`config.mk`:
```
export PLATFORM = sky130hd
export DESIGN_NAME = ptick_timer
export DESIGN_NICKNAME = d
export VERILOG_FILES = /design/src/rtl/tmr_pkg.sv /design/src/rtl/tmr_prescaler.sv /design/src/rtl/tmr_counter.sv /design/src/rtl/tmr_outpin.sv /design/src/rtl/ptick_timer.sv
export SDC_FILE = /design/constraint.sdc
export NUM_CORES = 1
export LEC_CHECK = 0
export BUFFER_PORTS_ARGS = -buffer_cell sky130_fd_sc_hd__clkbuf_2
export CORE_ASPECT_RATIO = 1.2
export CORE_MARGIN = 4
export CORE_UTILIZATION = 51
export CTS_CLUSTER_DIAMETER = 100
export CTS_CLUSTER_SIZE = 20
export DETAILED_ROUTE_END_ITERATION = 12
export GPL_TIMING_DRIVEN = 0
export PLACE_DENSITY = 0.81
export SLEW_MARGIN = 15
export SYNTH_ARGS = -nofsm -noshare
export SYNTH_HDL_FRONTEND = slang
export SYNTH_SLANG_ARGS = --single-unit
```
`constraint.sdc`:
```
create_clock -name clk -period 8.9 [get_ports clk]
set_input_delay 0.445 -clock clk [delete_from_list [all_inputs] [get_ports clk]]
set_output_delay 0.445 -clock clk [all_outputs]
set_load 0.005 [all_outputs]
```
`src/rtl/tmr_pkg.sv`:
```
package tmr_pkg;
  typedef enum logic [1:0] {
    TRG_NONE = 2'd0,
    TRG_OVF  = 2'd1,
    TRG_BOTH = 2'd2,
    TRG_RSVD = 2'd3
  } trg_mode_e;
endpackage

```
`src/rtl/tmr_prescaler.sv`:
```
module tmr_prescaler #(
  parameter int PSC_W = 3
) (
  input  logic             clk,
  input  logic             rst,
  input  logic             enable,
  input  logic             psc_en,
  input  logic [PSC_W-1:0] psc_val,
  input  logic             clear,
  output logic             tick
);
  localparam int DIV_W = 1 << PSC_W;

  logic [DIV_W-1:0] phase;
  logic [DIV_W-1:0] lim;
  logic             term;

  // terminal phase value is 2^(psc_val+1)-1
  always_comb begin
    for (int i = 0; i < DIV_W; i++) lim[i] = (i <= int'(psc_val));
  end

  assign term = (phase == lim);
  assign tick = enable && (!psc_en || term);

  always_ff @(posedge clk) begin
    if (rst || clear) phase <= '0;
    else if (enable && psc_en) phase <= term ? '0 : phase + 1'b1;
  end

  // bypassed prescaler advances on every enabled clock
  p_bypass_tick_r2: assert property (@(posedge clk) disable iff (rst)
    (enable && !psc_en) |-> tick);
endmodule

```
`src/rtl/tmr_counter.sv`:
```
module tmr_counter #(
  parameter int CNT_W = 32
) (
  input  logic             clk,
  input  logic             rst,
  input  logic             tick,
  input  logic             autoreload,
  input  logic [CNT_W-1:0] load_val,
  input  logic             cnt_wr,
  input  logic [CNT_W-1:0] cnt_din,
  input  logic             reload_strobe,
  input  logic             cmp_en,
  input  logic [CNT_W-1:0] cmp_val,
  input  logic             start_wr,
  input  logic             start_din,
  output logic [CNT_W-1:0] count,
  output logic             running,
  output logic             ovf_evt,
  output logic             match_evt,
  output logic             ovf_now,
  output logic             match_now
);
  logic [CNT_W-1:0] cnt_nxt;
  logic             at_max;
  logic             adv;

  assign at_max    = (count == {CNT_W{1'b1}});
  assign adv       = tick && !cnt_wr && !reload_strobe;
  assign ovf_now   = adv && at_max;
  assign match_now = adv && cmp_en && (cnt_nxt == cmp_val);

  always_comb begin
    if (cnt_wr)             cnt_nxt = cnt_din;
    else if (reload_strobe) cnt_nxt = load_val;
    else if (tick) begin
      if (at_max) cnt_nxt = autoreload ? load_val : '0;
      else        cnt_nxt = count + 1'b1;
    end
    else cnt_nxt = count;
  end

  always_ff @(posedge clk) begin
    if (rst) begin
      count     <= '0;
      running   <= 1'b0;
      ovf_evt   <= 1'b0;
      match_evt <= 1'b0;
    end else begin
      count     <= cnt_nxt;
      ovf_evt   <= ovf_now;
      match_evt <= match_now;
      if (start_wr)                  running <= start_din;
      else if (ovf_now && !autoreload) running <= 1'b0;
    end
  end

  // auto-reload overflow lands on the load value
  p_ovf_reload_r3: assert property (@(posedge clk) disable iff (rst)
    (ovf_now && autoreload) |=> (count == $past(load_val)) && ovf_evt);
  // one-shot overflow stops the timer
  p_oneshot_stop_r4: assert property (@(posedge clk) disable iff (rst)
    (ovf_now && !autoreload && !start_wr) |=> !running && (count == '0));
  // a match strobe means the count equals the compare value
  p_match_value_r6: assert property (@(posedge clk) disable iff (rst)
    match_evt |-> $past(cmp_en) && (count == $past(cmp_val)));
  // direct write wins over every other source
  p_direct_write_r11: assert property (@(posedge clk) disable iff (rst)
    cnt_wr |=> count == $past(cnt_din));
endmodule

```
`src/rtl/tmr_outpin.sv`:
```
module tmr_outpin
  import tmr_pkg::*;
(
  input  logic      clk,
  input  logic      rst,
  input  logic      tick,
  input  logic      ovf_now,
  input  logic      match_now,
  input  trg_mode_e trig_mode,
  input  logic      toggle_mode,
  input  logic      def_pol,
  output logic      pwm_out
);
  logic tgl_q, tgl_n;
  logic pls_q, pls_n;
  logic trig_on, trig_ev;

  assign trig_on = (trig_mode == TRG_OVF) || (trig_mode == TRG_BOTH);
  assign trig_ev = ((trig_mode == TRG_OVF)  && ovf_now) ||
                   ((trig_mode == TRG_BOTH) && (ovf_now || match_now));

  always_comb begin
    tgl_n = tgl_q;
    pls_n = pls_q;
    if (!trig_on) begin
      tgl_n = 1'b0;
      pls_n = 1'b0;
    end else if (trig_ev) begin
      tgl_n = ~tgl_q;
      pls_n = 1'b1;
    end else if (tick) begin
      pls_n = 1'b0;
    end
  end

  always_ff @(posedge clk) begin
    if (rst) begin
      tgl_q   <= 1'b0;
      pls_q   <= 1'b0;
      pwm_out <= 1'b0;
    end else begin
      tgl_q   <= tgl_n;
      pls_q   <= pls_n;
      pwm_out <= def_pol ^ (toggle_mode ? tgl_n : pls_n);
    end
  end

  // trigger off leaves the pin at the idle level
  p_idle_level_r9: assert property (@(posedge clk) disable iff (rst)
    !trig_on |=> pwm_out == $past(def_pol));
  // in toggle mode the pin moves exactly on trigger events
  p_toggle_edge_r7: assert property (@(posedge clk) disable iff (rst)
    (trig_on && toggle_mode && !trig_ev && $past(toggle_mode) && $stable(def_pol))
      |=> $stable(pwm_out));
endmodule

```
`src/rtl/ptick_timer.sv`:
```
module ptick_timer
  import tmr_pkg::*;
#(
  parameter int CNT_W = 32,
  parameter int PSC_W = 3
) (
  input  logic             clk,
  input  logic             rst,
  input  logic             start_wr,
  input  logic             start_din,
  input  logic             autoreload,
  input  logic             psc_en,
  input  logic [PSC_W-1:0] psc_val,
  input  logic             cmp_en,
  input  logic [CNT_W-1:0] cmp_val,
  input  logic [CNT_W-1:0] load_val,
  input  logic [1:0]       trig_mode,
  input  logic             toggle_mode,
  input  logic             def_pol,
  input  logic             reload_strobe,
  input  logic             cnt_wr,
  input  logic [CNT_W-1:0] cnt_din,
  input  logic             free_run,
  input  logic             suspend,
  input  logic             gpo_in,
  output logic [CNT_W-1:0] count,
  output logic             running,
  output logic             ovf_evt,
  output logic             match_evt,
  output logic             pwm_out,
  output logic             gpo_out
);
  logic enable, tick, ovf_now, match_now;

  assign enable = running && (free_run || !suspend);

  tmr_prescaler #(.PSC_W(PSC_W)) u_psc (
    .clk(clk), .rst(rst), .enable(enable), .psc_en(psc_en),
    .psc_val(psc_val), .clear(cnt_wr || reload_strobe), .tick(tick)
  );

  tmr_counter #(.CNT_W(CNT_W)) u_cnt (
    .clk(clk), .rst(rst), .tick(tick), .autoreload(autoreload),
    .load_val(load_val), .cnt_wr(cnt_wr), .cnt_din(cnt_din),
    .reload_strobe(reload_strobe), .cmp_en(cmp_en), .cmp_val(cmp_val),
    .start_wr(start_wr), .start_din(start_din), .count(count),
    .running(running), .ovf_evt(ovf_evt), .match_evt(match_evt),
    .ovf_now(ovf_now), .match_now(match_now)
  );

  tmr_outpin u_pin (
    .clk(clk), .rst(rst), .tick(tick), .ovf_now(ovf_now),
    .match_now(match_now), .trig_mode(trg_mode_e'(trig_mode)),
    .toggle_mode(toggle_mode), .def_pol(def_pol), .pwm_out(pwm_out)
  );

  always_ff @(posedge clk) begin
    if (rst) gpo_out <= 1'b0;
    else     gpo_out <= gpo_in;
  end

  // a halted, non-free-running counter holds its value
  p_freeze_hold_r10: assert property (@(posedge clk) disable iff (rst)
    (suspend && !free_run && !cnt_wr && !reload_strobe) |=> $stable(count));
  // the trigger strobe reloads in any mode
  p_reload_any_r5: assert property (@(posedge clk) disable iff (rst)
    (reload_strobe && !cnt_wr) |=> count == $past(load_val));
endmodule

```
==> results.toml, run 1 <==
[grt]
globalRouteTotalUtil_pct = 42.3
grt_start_max_net_pins = 15
grt.overflow.total = 0
grt_pass1_wl_um = 34500
grt_pass1_vias = 6209
antenna_violations_before_repair = 0

[logic_synthesis]
top_cell_type_by_total_area_after_synthesis = "sky130_fd_sc_hd__dfxtp_1"
avgSynthCellArea_um2 = 7.01
mappedNetlistArea_um2 = 4710
share_of_the_synthesized_area_in_the_top_cell_type_pct = 20.0
ys.flop_type = "sky130_fd_sc_hd__dfxtp_1"
synthDistinctLibCells = 79
seq_area_frac_synth_pct = 20.0
asyncSetResetFlopFracSynth_pct = 0
number_of_enable_type_register_cells_in_the_synthesized_netlist = 0
synth_cells = 672
synth.yosys.warnings = 0
synth_nets = 791
synth.ff_latch_count = 47
synthTopCellsByArea = "sky130_fd_sc_hd__dfxtp_1, sky130_fd_sc_hd__nand2_1, sky130_fd_sc_hd__nor2_1"

[detailed_routing]
antenna_violating_nets_left = 0
dr_total_vias = 6525
wl_um = 23500
detail_route.first_pass.iterations = 6
post_drt_via_cell_ratio = 6.86
post_drt_wl_per_cell_um = 24.7
remaining_drc_errors = 0
detail_route.iter0.violations = 1000

[critical_path]
r2r_start = "u_cnt.count[0]"
timing.setup.critical_path_class = "flip-flop to flip-flop"
worst_r2r_endpoint = "u_pin.pwm_out"
startpoint_type = "flip-flop"
crit_path_start = "u_cnt.count[0]"
rrSetupSlack_ns = 3.77
path_depth_of_the_worst_reg2reg_path = 14
cp.required_ns = 9.12
critPathMaxFanout = 10
worstSetupEndpointType = "flip-flop"
timing.critical_path.arrival_ns = 5.34

[sta]
slew_violations = 0
rsz_0062_raised_after_global_routing = "no"
slew_worst_pin_ns = 1.05
fmax_mhz = 195
min_period_ns = 5.13
final.setup.tns_ns = 0
timing.final.crit_share_pct = 57.6
timing.final.hold_violations = 0
slew_headroom_pct = 29.8
clock_skew_ns = 0.0101
final-setup-viol-count = 0

[min_path]
endpoint_of_the_worst_hold_timing_path = "gpo_out"
holdPathStages = 2
worstHoldPathType = "input port to flip-flop"
hold_path.startpoint = "gpo_in"

[power_and_ir_drop]
clockPowerShare_pct = 24.3
p_leak_nw = 2.36
seqPwrFrac_pct = 41.6
total_switching_power_w = 0.000225
power_density_nw_per_um2 = 101
vdd_drop_max_v = 0.0000843
power_frac_comb_pct = 34.0
post-layout-total-power_w = 0.000578
p_sw_share_pct = 38.9
intPower_w = 0.000353

[cts]
cts_tree = "built"
post_cts.repair.setup_buffers = 0
cts.htree.levels = 2
cts-hold-fix-buffers = 0
root_buffer = "sky130_fd_sc_hd__clkbuf_8"
clkLatencyLatePin_ns = 0.32
clkSinkCount = 47
clk_pin_slew_worst_paths_ns = 0.10
cts_buffers = 5
clockBufferDepth = 2
post_cts_resize_count = 0

[placement]
place.detailed.instances = 943
port_buffers = 151
dp_hpwl_um = 18100
place_congestion = 1.04

[layout]
fin_cells = 951
drive_gt1_share_pct = 23.7
final_core_util_pct = 63.1
synthToLayoutAreaGrowth_pct = 21.0
finish.net_count = 949
insertedDiodeCount = 0

[flow_run]
max_cap_viol_count = 0

[floorplanning]
initial_utilization_pct = 52.2
number_of_core_rows = 38
die-area_um2 = 10800
ioPinCount = 152
die_height_um = 113
die_w_um = 95.7
placeableCoreArea_um2 = 9030

[run_status]
status = "complete, no violations"
[worst max-delay path: stages, from the launching register on]
cell                      delay (ns)
sky130_fd_sc_hd__dfxtp_1        0.50
sky130_fd_sc_hd__ha_1           0.28
sky130_fd_sc_hd__nand3_1        0.16
sky130_fd_sc_hd__nor3_2         0.34
sky130_fd_sc_hd__buf_2          0.30
sky130_fd_sc_hd__nand4_1        0.57
sky130_fd_sc_hd__a21oi_1        0.58
sky130_fd_sc_hd__o22ai_1        0.22
sky130_fd_sc_hd__a22o_1         0.21
sky130_fd_sc_hd__or3_1          0.42
sky130_fd_sc_hd__nor4_1         0.33
sky130_fd_sc_hd__nand4_1        0.25
sky130_fd_sc_hd__a21oi_2        0.30
sky130_fd_sc_hd__mux2i_1        0.24
sky130_fd_sc_hd__mux2_1         0.33
[sequential cells by signal (all words and copies together), names as in the netlist]
register,count
u_pin.pwm_out,1
gpo_out,1
u_cnt.match_evt,1
u_psc.phase,8
u_cnt.ovf_evt,1
u_pin.tgl_q,1
u_cnt.count,32
u_cnt.running,1
u_pin.pls_q,1
[final cells by class]
cell class                 count  area [um^2]
multi-input combinational    567         3500
fill                         857         3330
sequential                    47          941
timing repair buffer         151          756
buffer                        44          223
tap                          120          150
clock buffer                   6         72.6
inverter                      14         52.6
clock inverter                 2         12.5
[routing by layer]
metal / vias to the layer above / track usage, % / wire length [um]
li1: 2848 / - / -
met1: 2902 / 50.3 / 8010
met2: 622 / 67.8 / 10600
met3: 153 / 8.05 / 2970
met4: 0 / 28.5 / 1930
met5: - / 0 / 0
[power groups by stage]
stage / Clock [W] / Combinational [W] / Sequential (W)
floorplan: 0 / 0.000100 / 0.000239
global placement: 0 / 0.000183 / 0.000243
detailed placement: 0 / 0.000187 / 0.000244
CTS: 0.000138 / 0.000188 / 0.000239
global route: 0.000149 / 0.000208 / 0.000241
finish: 0.000141 / 0.000197 / 0.000240
[cells in the mapped netlist, types with 9 or more instances]
library cell,instances
sky130_fd_sc_hd__and4_1,9
sky130_fd_sc_hd__nor2_1,76
sky130_fd_sc_hd__dfxtp_1,47
sky130_fd_sc_hd__nand4_1,23
sky130_fd_sc_hd__a21oi_1,52
sky130_fd_sc_hd__nor4_1,13
sky130_fd_sc_hd__a31oi_1,12
sky130_fd_sc_hd__nor3_1,16
sky130_fd_sc_hd__xor2_1,17
sky130_fd_sc_hd__nand2_1,80
sky130_fd_sc_hd__a211oi_1,12
sky130_fd_sc_hd__xnor2_1,22
sky130_fd_sc_hd__mux2i_1,11
sky130_fd_sc_hd__and3_1,17
sky130_fd_sc_hd__nand3_1,31
sky130_fd_sc_hd__inv_1,14
sky130_fd_sc_hd__o21ai_0,27
sky130_fd_sc_hd__clkbuf_1,23
sky130_fd_sc_hd__o22ai_1,13
[cells in the final DEF, fill, tap and decap left out, drive strengths merged, types with 14 or more instances in the layout]
master / count
dfxtp: 47
nor2: 77
a21oi: 53
o21ai: 29
nor3: 19
and3: 17
nor4: 16
nand4: 24
inv: 14
nand2: 80
buf: 21
clkbuf: 180
nand3: 31
xnor2: 22
xor2: 17
[cells by family after synthesis]
group | after synthesis | share of synthesized area (%)
multiplexers | 13 | 2.81
adder cells (fa/ha/maj) | 4 | 1.06
buffers and inverters | 58 | 5.84
flip-flops | 47 | 20.0
AO/OA/AOI/OAI | 203 | 30.0
XOR/XNOR | 39 | 7.25
AND/OR/NAND/NOR | 308 | 33.0
[how the worst max path moves through the flow]
stage / end / slack [ns] / cells past startpoint
after CTS: u_pin.pwm_out / 4.00 / 14
after floorplan: u_pin.pwm_out / 5.26 / 15
after global routing: u_pin.pwm_out / 3.69 / 14
final: u_pin.pwm_out / 3.77 / 14
after global placement: u_pin.pwm_out / 3.90 / 13
after detailed placement: u_pin.pwm_out / 3.91 / 13
[through the flow]
stage	setup slack, ns	hold slack [ns]	instance area, um^2
finish	3.77	0.338	5700
global route	3.69	0.362	5700
detailed placement	3.91	0.574	5620
CTS	4.00	0.344	5700
floorplan	5.26	0.492	4710
global placement	3.90	0.504	5620
Power figures use the tool's default switching activity.
==> run 2: changes to the inputs <==
==> constraint.sdc (replaced) <==
create_clock -name clk -period 4.8 [get_ports clk]
set_input_delay 0.24 -clock clk [delete_from_list [all_inputs] [get_ports clk]]
set_output_delay 0.24 -clock clk [all_outputs]
set_load 0.005 [all_outputs]
==> results.toml, run 2 (synthesized netlist as in run 1, its figures left out) <==
[critical_path]
startpoint_type = "input port"
timing.setup.critical_path_class = "input port to flip-flop"
cp_cell_sequence = "clkbuf_2 > clkbuf_1 > clkbuf_1 > clkbuf_1 > buf_1 > a21boi_0 > mux2i_1 > o22ai_1 > nor4_1 > nand4_1 > a21oi_2 > mux2i_1 > mux2_1"
critPathMostFrequentCell = "sky130_fd_sc_hd__clkbuf_1"
critPathMaxFanout = 10
worstSetupEndpointType = "flip-flop"
rrSetupSlack_ns = 0.13
timing.critical_path.arrival_ns = 4.95
cp.required_ns = 5.01
critical-path-slowest-cell = "sky130_fd_sc_hd__clkbuf_1"
critical-path-max-stage-delay_ns = 0.69

[layout]
largest_reg_flops = 32
final_core_util_pct = 64.2
mostFrequentLayoutCell = "sky130_fd_sc_hd__clkbuf_2"
final_cell_mix = "sky130_fd_sc_hd__clkbuf_2, sky130_fd_sc_hd__nand2_1, sky130_fd_sc_hd__nor2_1"
fin_cells = 957
drive_gt1_share_pct = 25.1
fin_area_um2 = 5800
reg.largest.list = "u_cnt.count x32, u_psc.phase x8"
synthToLayoutAreaGrowth_pct = 23.0
insertedDiodeCount = 0
final.fill_count = 843
finish.net_count = 955
top_register = "u_cnt.count"

[grt]
globalRouteTotalUtil_pct = 42.3
antenna_violations_before_repair = 0
grt_pass1_vias = 6205
grt.overflow.total = 0
grt_pass1_wl_um = 34400
grt_start_max_net_pins = 15

[power_and_ir_drop]
p_sw_share_pct = 38.6
power_frac_comb_pct = 34.3
clockPowerShare_pct = 23.9
power_density_nw_per_um2 = 184
intPower_w = 0.000655
total_switching_power_w = 0.000412
seqPwrFrac_pct = 41.8
vdd_drop_max_v = 0.000156
p_leak_nw = 2.41

[cts]
cts.htree.levels = 2
clk_pin_slew_worst_paths_ns = 0.10
clockBufferDepth = 2
root_buffer = "sky130_fd_sc_hd__clkbuf_8"
cts_buffers = 5
clkSinkCount = 47
cts_tree = "built"
clkLatencyLatePin_ns = 0.31

[placement]
dpl-instance-area_um2 = 5620
place.detailed.instances = 943
place_congestion = 1.04
dp_hpwl_um = 18100
port_buffers = 151

[detailed_routing]
remaining_drc_errors = 0
detail_route.iter0.violations = 1079
wl_um = 23600
post_drt_via_cell_ratio = 6.89
dr_total_vias = 6596
antenna_violating_nets_left = 0
detail_route.first_pass.iterations = 6
post_drt_wl_per_cell_um = 24.6

[run_status]
status = "complete, no violations"

[min_path]
worstHoldPathType = "input port to flip-flop"

[floorplanning]
die_height_um = 113
ioPinCount = 152
initial_utilization_pct = 52.2
placeableCoreArea_um2 = 9030
number_of_core_rows = 38
die-area_um2 = 10800
die_w_um = 95.7

[sta]
fin_worst_hold_slack_ns = 0.136
timing.final.crit_share_pct = 98.8
fmax_mhz = 211
slew_worst_pin_ns = 0.946
clock_skew_ns = 0.00939
final-setup-viol-count = 0
slew_headroom_pct = 36.9
slew_violations = 0
rsz_0062_raised_after_global_routing = "no"
min_period_ns = 4.74
timing.final.hold_violations = 0

[flow_run]
max_cap_viol_count = 0
[run 2: worst max-delay path, delay by kind of cell]
kind                   cells  cell delay (ns)
multiplexers               3             0.97
AND/OR/NAND/NOR            2             0.56
buffers and inverters      5             2.53
AO/OA/AOI/OAI              3             0.64
[run 2: metal layers]
| layer | global-route usage [%] | up-vias | share of wire (%) |
|---|---|---|---|
| li1 | - | 2859 | - |
| met5 | 0 | - | 0 |
| met4 | 29.7 | 0 | 8.8 |
| met2 | 67.1 | 613 | 45 |
| met1 | 50.5 | 2961 | 34 |
| met3 | 7.98 | 163 | 13 |
[run 2: cell type report]
cell class / instances / area, um^2 / area share (%)
plain buffers: 43 / 219 / 3.78
clock buffers: 6 / 72.6 / 1.25
clock inverters: 2 / 12.5 / 0.216
inverters: 14 / 52.6 / 0.907
multi-input cells: 567 / 3540 / 61.1
flip-flops and latches: 47 / 942 / 16.3
well taps: 120 / 150 / 2.59
repair buffers: 158 / 808 / 13.9
[run 2: final timing paths]
path | startpoint | endpoint | cells after the start
max | cnt_wr | u_pin.pwm_out | 13
min | gpo_in | gpo_out | 2
max reg2reg | u_psc.phase[7] | u_pin.pwm_out | 14
min reg2reg | u_psc.phase[6] | u_psc.phase[6] | 2
[run 2: timing repair]
action / CTS / global route
gates cloned: 0 / 0
pin swaps: 1 / 2
setup endpoints to repair: 1 / 2
hold buffers: 0 / 0
gates resized for setup: 3 / 5
buffers inserted: 0 / 7
[run 2: metrics by stage]
step | TNS (ns) | worst slack (ns) | power (W)
after global routing | 0 | 0.00126 | 0.00111
after floorplan | 0 | 1.16 | 0.000629
after detailed placement | -0.0837 | -0.0837 | 0.000799
final | 0 | 0.0600 | 0.00107
after CTS | 0 | 0.00784 | 0.00105
after global placement | -0.0341 | -0.0341 | 0.000791
[run 2: power by group through the flow]
| stage | sequential, W | combinational (W) | clock (W) |
|---|---|---|---|
| floorplan | 0.000443 | 0.000186 | 0 |
| global placement | 0.000451 | 0.000340 | 0 |
| detailed placement | 0.000452 | 0.000347 | 0 |
| CTS | 0.000443 | 0.000349 | 0.000255 |
| global route | 0.000448 | 0.000386 | 0.000275 |
| finish | 0.000446 | 0.000366 | 0.000255 |
==> run 3: changes to the inputs <==
--- a/config.mk
+++ b/config.mk
@@ -7,7 +7,7 @@
 export LEC_CHECK = 0
 export BUFFER_PORTS_ARGS = -buffer_cell sky130_fd_sc_hd__clkbuf_2
 export CORE_ASPECT_RATIO = 1.2
-export CORE_MARGIN = 4
+export CORE_MARGIN = 2
 export CORE_UTILIZATION = 51
 export CTS_CLUSTER_DIAMETER = 100
 export CTS_CLUSTER_SIZE = 20
==> constraint.sdc (replaced) <==
create_clock -name clk -period 5.5 [get_ports clk]
set_input_delay 0.275 -clock clk [delete_from_list [all_inputs] [get_ports clk]]
set_output_delay 0.275 -clock clk [all_outputs]
set_load 0.005 [all_outputs]
==> results.toml, run 3 (synthesized netlist as in run 1, its figures left out) <==
[run_status]
status = "complete, no violations"

[critical_path]
timing.critical_path.arrival_ns = 5.31
timing.setup.critical_path_class = "flip-flop to flip-flop"
startpoint_type = "flip-flop"
critPathMaxFanout = 10
worstSetupEndpointType = "flip-flop"
cp.required_ns = 5.71

[layout]
top_register = "u_cnt.count"
final_cell_mix = "sky130_fd_sc_hd__clkbuf_2, sky130_fd_sc_hd__nand2_1, sky130_fd_sc_hd__nor2_1"
mostFrequentLayoutCell = "sky130_fd_sc_hd__clkbuf_2"
reg.largest.list = "u_cnt.count x32, u_psc.phase x8"
final_core_util_pct = 63.5
largest_reg_flops = 32
drive_gt1_share_pct = 23.8
finish.net_count = 949
synthToLayoutAreaGrowth_pct = 21.7
insertedDiodeCount = 0

[cts]
cts_buffers = 5
cts.htree.levels = 2
clk_pin_slew_worst_paths_ns = 0.10
post_cts_resize_count = 0
root_buffer = "sky130_fd_sc_hd__clkbuf_8"
cts-hold-fix-buffers = 0
post_cts.repair.setup_buffers = 0
cts_tree = "built"
clkLatencyLatePin_ns = 0.33
clockBufferDepth = 2
clkSinkCount = 47

[power_and_ir_drop]
p_leak_nw = 2.38
vdd_drop_max_v = 0.000146
power_density_nw_per_um2 = 173

[sta]
slew_headroom_pct = 30.7
slew_worst_pin_ns = 1.03
min_period_ns = 5.10
clock_skew_ns = 0.0141
timing.final.crit_share_pct = 92.7
fin_worst_hold_slack_ns = 0.162
slew_violations = 0
rsz_0062_raised_after_global_routing = "no"
fmax_mhz = 196
timing.final.hold_violations = 0
final-setup-viol-count = 0
final.setup.tns_ns = 0

[grt]
grt_pass1_vias = 6062
grt_pass1_wl_um = 33700
grt_start_max_net_pins = 15
grt.overflow.total = 0
globalRouteTotalUtil_pct = 44.6
antenna_violations_before_repair = 0

[min_path]
worstHoldPathType = "input port to flip-flop"

[floorplanning]
initial_utilization_pct = 52.2
number_of_core_rows = 38
die-area_um2 = 10000
die_w_um = 91.7
placeableCoreArea_um2 = 9030
ioPinCount = 152
die_height_um = 109

[detailed_routing]
remaining_drc_errors = 0
detail_route.iter0.violations = 984
wl_um = 23200
post_drt_wl_per_cell_um = 24.4
dr_total_vias = 6561
post_drt_via_cell_ratio = 6.90
detail_route.first_pass.iterations = 6
antenna_violating_nets_left = 0

[placement]
place_congestion = 1.08
port_buffers = 151
dp_hpwl_um = 17700

[flow_run]
max_cap_viol_count = 0
## run 3: worst max-delay path: stages, from the launching register on
cell,delay (ns)
sky130_fd_sc_hd__dfxtp_1,0.50
sky130_fd_sc_hd__ha_1,0.28
sky130_fd_sc_hd__nand3_1,0.17
sky130_fd_sc_hd__nor3_2,0.33
sky130_fd_sc_hd__buf_2,0.29
sky130_fd_sc_hd__nand4_1,0.55
sky130_fd_sc_hd__a21oi_1,0.57
sky130_fd_sc_hd__o22ai_1,0.22
sky130_fd_sc_hd__a22o_1,0.21
sky130_fd_sc_hd__or3_1,0.42
sky130_fd_sc_hd__nor4_1,0.33
sky130_fd_sc_hd__nand4_1,0.25
sky130_fd_sc_hd__a21oi_2,0.29
sky130_fd_sc_hd__mux2i_1,0.23
sky130_fd_sc_hd__mux2_1,0.34
## run 3: final timing paths
path	from	end	cells after the start	slack [ns]
max	u_cnt.count[0]	u_pin.pwm_out	14	0.40
min	gpo_in	gpo_out	2	0.16
max reg2reg	u_cnt.count[0]	u_pin.pwm_out	14	0.40
min reg2reg	u_pin.pls_q	u_pin.pls_q	2	0.53
## run 3: area by class of cell
cell class,instances,area [um^2]
multi-input combinational,567,3500
fill,851,3300
sequential,47,941
timing repair buffer,151,756
buffer,44,223
tap,120,150
clock buffer,6,82.6
inverter,14,52.6
clock inverter,2,35.0
## run 3: stage by stage
| step | total power [W] | instances | area, um^2 | setup WS (ns) |
|---|---|---|---|---|
| finish | 0.000995 | 951 | 5740 | 0.404 |
| global route | 0.00102 | 951 | 5740 | 0.161 |
| CTS | 0.000977 | 951 | 5740 | 0.580 |
| detailed placement | 0.000696 | 943 | 5620 | 0.611 |
| global placement | 0.000688 | 943 | 5620 | 0.644 |
| floorplan | 0.000549 | 672 | 4710 | 1.86 |
## run 3: per-layer routing
layer	global-route usage, %	part of all wire, %	vias up
met1	52.2	35	2962
met4	33.6	8.6	0
met5	0	0	-
met3	8.43	12	148
li1	-	-	2847
met2	72.6	44	604
## run 3: report_power, final
part           internal (W)  leakage (nW)  switching (W)
clock              0.000148        0.0612       0.000141
combinational      0.000124          1.93       0.000192
sequential         0.000358         0.387      0.0000325
total              0.000629          2.38       0.000365
